==> config.mk <==
export PLATFORM = sky130hd
export DESIGN_NAME = rx_split_fifo
export DESIGN_NICKNAME = d
export VERILOG_FILES = /design/src/rtl/arx_rx_pkg.sv /design/src/rtl/rx_word_store.sv /design/src/rtl/rx_half_mapper.sv /design/src/rtl/rx_split_fifo.sv
export SDC_FILE = /design/constraint.sdc
export NUM_CORES = 1
export LEC_CHECK = 0
export ABC_AREA = 0
export BUFFER_PORTS_ARGS = -buffer_cell sky130_fd_sc_hd__buf_2
export CAP_MARGIN = 30
export CORE_ASPECT_RATIO = 0.75
export CORE_MARGIN = 10
export CORE_UTILIZATION = 44
export DETAILED_ROUTE_END_ITERATION = 10
export GPL_ROUTABILITY_DRIVEN = 0
export HOLD_SLACK_MARGIN = 0.03
export SYNTH_ARGS = -nofsm -noshare
export SYNTH_HDL_FRONTEND = slang
export SYNTH_SLANG_ARGS = --single-unit
==> constraint.sdc <==
create_clock -name clk -period 2.95 [get_ports clk]
set_input_delay 0.295 -clock clk [delete_from_list [all_inputs] [get_ports clk]]
set_output_delay 0.295 -clock clk [all_outputs]
set_load 0.01 [all_outputs]
==> src/rtl/arx_rx_pkg.sv <==
package arx_rx_pkg;

    localparam int WORD_W = 32;
    localparam int HALF_W = 16;
    localparam int LABEL_W = 8;

    typedef enum logic {
        MAP_RAW   = 1'b0,
        MAP_REORD = 1'b1
    } map_mode_e;

    typedef enum logic {
        HALF_LO = 1'b0,
        HALF_HI = 1'b1
    } half_sel_e;

    // Reverse the bit order of the label field.
    function automatic logic [LABEL_W-1:0] flip_label(input logic [LABEL_W-1:0] v);
        logic [LABEL_W-1:0] r;
        for (int i = 0; i < LABEL_W; i++) begin
            r[i] = v[LABEL_W-1-i];
        end
        return r;
    endfunction

endpackage

==> src/rtl/rx_word_store.sv <==
module rx_word_store #(
    parameter int DEPTH = 32,
    parameter int WIDTH = 32
) (
    input  logic                             clk,
    input  logic                             rst_n,
    input  logic                             push,
    input  logic [WIDTH-1:0]                 push_data,
    input  logic                             pop,
    output logic [WIDTH-1:0]                 head_data,
    output logic [$clog2(DEPTH+1)-1:0]       level
);

    localparam int PTR_W = (DEPTH > 1) ? $clog2(DEPTH) : 1;
    localparam int CNT_W = $clog2(DEPTH + 1);
    localparam logic [CNT_W-1:0] CNT_MAX = CNT_W'(DEPTH);
    localparam logic [PTR_W-1:0] PTR_LAST = PTR_W'(DEPTH - 1);

    typedef struct packed {
        logic [PTR_W-1:0] wr_ptr;
        logic [PTR_W-1:0] rd_ptr;
        logic [CNT_W-1:0] cnt;
    } store_state_t;

    store_state_t st_d, st_q;
    logic [WIDTH-1:0] mem_q [DEPTH];
    logic do_push, do_pop;

    always_comb begin
        st_d    = st_q;
        // A write is judged against the current level only: no room, no store.
        do_push = push && (st_q.cnt != CNT_MAX);
        do_pop  = pop && (st_q.cnt != '0);
        if (do_push) begin
            st_d.wr_ptr = (st_q.wr_ptr == PTR_LAST) ? '0 : st_q.wr_ptr + 1'b1;
        end
        if (do_pop) begin
            st_d.rd_ptr = (st_q.rd_ptr == PTR_LAST) ? '0 : st_q.rd_ptr + 1'b1;
        end
        case ({do_push, do_pop})
            2'b10:   st_d.cnt = st_q.cnt + 1'b1;
            2'b01:   st_d.cnt = st_q.cnt - 1'b1;
            default: st_d.cnt = st_q.cnt;
        endcase
    end

    always_ff @(posedge clk or negedge rst_n) begin
        if (!rst_n) begin
            st_q <= '0;
        end else begin
            st_q <= st_d;
        end
    end

    always_ff @(posedge clk) begin
        if (do_push) begin
            mem_q[st_q.wr_ptr] <= push_data;
        end
    end

    assign head_data = mem_q[st_q.rd_ptr];
    assign level     = st_q.cnt;

    // an offer to a full store with no pop leaves the level untouched.
    p_no_overflow_r3: assert property (@(posedge clk) disable iff (!rst_n)
        (push && !pop && level == CNT_MAX) |=> (level == CNT_MAX));

    // a pop on a non-empty store without a write lowers the level by one.
    p_pop_drops_r6: assert property (@(posedge clk) disable iff (!rst_n)
        (pop && !push && level != '0) |=> (level == $past(level) - 1'b1));

    // popping an empty store keeps it empty.
    p_empty_pop_r12: assert property (@(posedge clk) disable iff (!rst_n)
        (pop && !push && level == '0) |=> (level == '0));

    // a write and a pop together on a partly filled store keep the level.
    p_swap_level_r13: assert property (@(posedge clk) disable iff (!rst_n)
        (pop && push && level != '0 && level != CNT_MAX) |=> $stable(level));

    // the level never passes the depth.
    p_level_bound_r9: assert property (@(posedge clk) disable iff (!rst_n)
        level <= CNT_MAX);

endmodule

==> src/rtl/rx_half_mapper.sv <==
module rx_half_mapper
    import arx_rx_pkg::*;
(
    input  logic [WORD_W-1:0] word,
    input  logic              word_ok,
    input  logic              enable,
    input  logic              half,
    input  logic              mode,
    output logic [HALF_W-1:0] bus
);

    logic [HALF_W-1:0] lo_raw, hi_raw, lo_reord, hi_reord;
    logic [HALF_W-1:0] pick;

    always_comb begin
        lo_raw   = word[15:0];
        hi_raw   = word[31:16];
        // Reordered: low data bits, SDI pair, then label with its bits flipped.
        lo_reord = {word[15:10], word[9:8], flip_label(word[7:0])};
        // Reordered: high data bits, SSM pair, parity in bit 0.
        hi_reord = {word[28:16], word[30:29], word[31]};
        unique case ({map_mode_e'(mode), half_sel_e'(half)})
            {MAP_RAW,   HALF_LO}: pick = lo_raw;
            {MAP_RAW,   HALF_HI}: pick = hi_raw;
            {MAP_REORD, HALF_LO}: pick = lo_reord;
            default:              pick = hi_reord;
        endcase
        bus = (enable && word_ok) ? pick : '0;
    end

endmodule

==> src/rtl/rx_split_fifo.sv <==
module rx_split_fifo
    import arx_rx_pkg::*;
#(
    parameter int DEPTH = 32
) (
    input  logic              clk,
    input  logic              rst_n,
    input  logic              wr_valid,
    input  logic [31:0]       wr_word,
    input  logic              rd_en,
    input  logic              rd_half,
    input  logic              unscramble,
    output logic [15:0]       rd_data,
    output logic              data_ready,
    output logic              half_full,
    output logic              full
);

    localparam int CNT_W = $clog2(DEPTH + 1);
    localparam logic [CNT_W-1:0] CNT_MAX  = CNT_W'(DEPTH);
    localparam logic [CNT_W-1:0] CNT_HALF = CNT_W'(DEPTH / 2);

    logic [WORD_W-1:0] head_word;
    logic [CNT_W-1:0]  level;
    logic              pop_req;

    // The word leaves only on the upper-half step.
    assign pop_req = rd_en && (rd_half == HALF_HI);

    rx_word_store #(
        .DEPTH (DEPTH),
        .WIDTH (WORD_W)
    ) i_store (
        .clk       (clk),
        .rst_n     (rst_n),
        .push      (wr_valid),
        .push_data (wr_word),
        .pop       (pop_req),
        .head_data (head_word),
        .level     (level)
    );

    rx_half_mapper i_mapper (
        .word    (head_word),
        .word_ok (level != '0),
        .enable  (rd_en),
        .half    (rd_half),
        .mode    (unscramble),
        .bus     (rd_data)
    );

    assign data_ready = (level != '0);
    assign half_full  = (level >= CNT_HALF);
    assign full       = (level == CNT_MAX);

    // the bus stays quiet with no read enable.
    p_quiet_bus_r4: assert property (@(posedge clk) disable iff (!rst_n)
        !rd_en |-> (rd_data == '0));

    // full implies the half-level flag.
    p_full_implies_half_r9: assert property (@(posedge clk) disable iff (!rst_n)
        full |-> half_full);

    // any level flag implies words are available.
    p_half_implies_ready_r7: assert property (@(posedge clk) disable iff (!rst_n)
        half_full |-> data_ready);

    // a lower-half read leaves the availability flag as it was.
    p_lo_read_keeps_r5: assert property (@(posedge clk) disable iff (!rst_n)
        (rd_en && !rd_half && !wr_valid) |=> $stable(data_ready));

endmodule

==> summary.txt <==
Clk Latency, worst-skew pair - 690 ps
Post-synth EDFFs - 1024
Hold Vio Cnt, Final - 0
sequential area share after synthesis - 76.5%
Iteration-0 DRC Markers - 2496
cell taking the most area after synthesis - edfxtp_1
leakage - 16.4 nW
violated checks - setup timing
fmax - 276 MHz
Mean Syn Cell Area - 20.6 µm²
Final nets - 2342
DR WL met2 - 52500 µm
area occupied by multi-input gates - 9940 µm²
HPWL Detailed - 65800 µm
Yosys cell types - 65
worst r2r path cells - 13
crit-path max FO - 10
kind of start point of the critical path - flop
hold crit path type - in2async
M1 wire length - 49200 µm
CP bufs+invs - 5
CTS H-Tree Depth - 3
CP cell instances - buf_12 -> buf_8 -> or3_4 -> buf_4 -> o22ai_4 -> a21oi_2 -> a22oi_2 -> o22ai_2 -> nor3_4 -> buf_4 -> buf_4
Starting Density - 44.4%
Port Buf Inserts - 56
yosys warns - 0
Routed WL - 115000 µm
switching share of power - 30.4%
Worst Tran Pin Value - 689 ps
Die H - 283 µm
Most used DFF post-synth - edfxtp_1
Critical Path End Type - output pin
die footprint - 105000 µm²
most frequent cells in the layout - 1024 x edfxtp_1, 189 x mux2i_1, 162 x mux4_2
layout cells sized above 1 - 35.0%
Final ANT Viol Nets - 0
I/O Pins - 57
WL met3 - 10500 µm
post-synthesis register bit count - 1040
Post-Syn Area - 40700 µm²
Reg2Reg Setup Slack - 210 ps
gr usage total - 21.7%
most frequent CP cell - buf_4
commonest non-fill, non-tap cell in the layout - edfxtp_1
Clock Path Buffers - 3
CP top delay family - buffers and inverters
Num CTS Buffers - 99
logic gate share of total power - 31.9%
Critical Path AT - 3330 ps
Final Cycle Share - 123%
unrepaired setup endpoints after global routing - true
Die X - 371 µm
routed vias - 21800
slowest stage delay, CP - 520 ps
DRC viols - 0
post-synth top area share - 75.5%
Wirelength per Cell - 32.0 µm
Std-Cell Rows - 96
Max-slew headroom - 54.0%
clock power share - 29.3%
reported max-cap violation count - 0
post-DR vias/cell - 6.06
max layer used - met5
sw power - 0.0137 W
Synth Instances - 1978
hold_ws - 94.7 ps
Worst Path Required - 2650 ps
root buffer cell - clkbuf_16
Area growth syn-to-layout - 21.9%
Reg power frac - 38.7%
max-slew violation count - 0
CP Class - reg2out
clock skew after layout - 17.7 ps
core footprint - 91600 µm²
Worst setup startpoint - i_store.st_q[6]
largest net degree at the start of global routing - 33
TritonCTS clock tree - yes
register area - 31200 µm²
Fin Setup TNS - -9050 ps
Pre-antenna DRT Iters - 5
pwr dens - 908 nW/µm²
final instance area - 49600 µm²
Post-Syn Nets - 2029
final setup margin - -677 ps
Setup violations, final - 16
CP max-delay cell - dfrtp_4
vias in the first global route - 21700
RR Startpoint - i_store.level[5]
# fillers - 6976
Tmin final - 3630 ps
initial antenna violation count - 4
fraction of registers with async set/reset - 1.54%
status - finished, violations left
top cells by area, synth - edfxtp_1 76%, mux4_2 8.7%, mux2i_1 5.0%
CTS sink cnt - 1040
capturing point of the worst reg2reg path - i_store.level[4]
Clock transition at path regs - 60 ps
VDD IR max - 574 µV
Pint - 0.0314 W
dpl cell area - 44500 µm²
first-pass GRT wire length - 164000 µm
Remaining Overflow, GRT - 0
per-layer routing:
metal  vias up  track usage [%]
met5         -                0
met4         2             5.71
met3       208             5.14
met2      1057             32.6
met1     11600             31.6
li1       8913                -
what timing repair did:
action / in CTS / in global routing
resized for setup: 176 / 85
hold endpoints to repair: 16 / 0
pin swaps: 45 / 32
gates cloned: 5 / 0
setup endpoints to repair: 17 / 18
buffers inserted: 34 / 12
hold buffers: 1 / 0
metrics by stage:
stage                     cells  total power (W)  util (%)  setup WS [ps]
after detailed placement   3371           0.0298      48.5           -578
after global placement     3371           0.0297      48.5           -546
final                      3602           0.0451      54.2           -677
after CTS                  3591           0.0445      53.6           -657
after global routing       3601           0.0466      54.2           -775
after floorplan            1978           0.0244         -           -158
cell usage after synthesis, drive strengths merged, types with 5 or more instances:
master / n
a211oi: 21
a21oi: 27
a22o: 14
a22oi: 31
buf: 84
clkbuf: 26
dfrtp: 16
edfxtp: 1024
ha: 12
inv: 12
mux2i: 205
mux4: 169
nand2: 30
nand3: 13
nand3b: 6
nor2: 74
nor2b: 7
nor3: 6
nor4: 5
o21ai: 34
o221ai: 31
o22ai: 54
or2: 5
or3: 5
or3b: 5
kinds of logic after synthesis:
| group | share of synthesized area (%) |
|---|---|
| AND/OR/NAND/NOR | 2.01 |
| AO/OA/AOI/OAI | 4.30 |
| multiplexers | 14.6 |
| flip-flops | 76.5 |
| XOR/XNOR | 0.108 |
| adder cells (fa/ha/maj) | 0.418 |
| buffers and inverters | 2.06 |
worst register-to-register path, delay by kind of cell, from the launching register on:
family	cells	cell delay [ps]
AOI/OAI and AO/OA	4	590
xor gates and xnor gates	1	150
adders and majority gates	2	510
buffers and inverters	4	450
DFF	1	450
and+or+nand+nor	2	470
registers in the layout (all words and copies together), names as in the netlist:
signal / flops
i_store.mem_q: 1024
i_store.st_q: 10
i_store.level: 6
final cells by class:
type / count / area share [%]
clock inverters: 67 / 1.47
well taps: 1225 / 3.09
diodes: 1 / 0.00504
inverters: 12 / 0.0908
repair buffers: 322 / 7.18
flip-flops and latches: 1040 / 62.8
multi-input cells: 816 / 20.0
clock buffers: 119 / 5.36
power by group through the flow:
stage | sequential, W | combinational [W] | clock, W
floorplan | 0.0176 | 0.00685 | 0
global placement | 0.0177 | 0.0119 | 0
detailed placement | 0.0178 | 0.0120 | 0
CTS | 0.0174 | 0.0137 | 0.0134
global route | 0.0175 | 0.0150 | 0.0141
finish | 0.0175 | 0.0144 | 0.0132
worst max path at each step:
| stage | cells past startpoint | endpoint | slack [ps] |
|---|---|---|---|
| after global routing | 10 | rd_data[1] | -770 |
| final | 11 | rd_data[3] | -680 |
| after floorplan | 7 | i_store.mem_q[31][0] | -160 |
| after detailed placement | 11 | rd_data[3] | -580 |
| after global placement | 11 | rd_data[3] | -550 |
| after CTS | 13 | rd_data[1] | -660 |
Power figures use the tool's default switching activity.
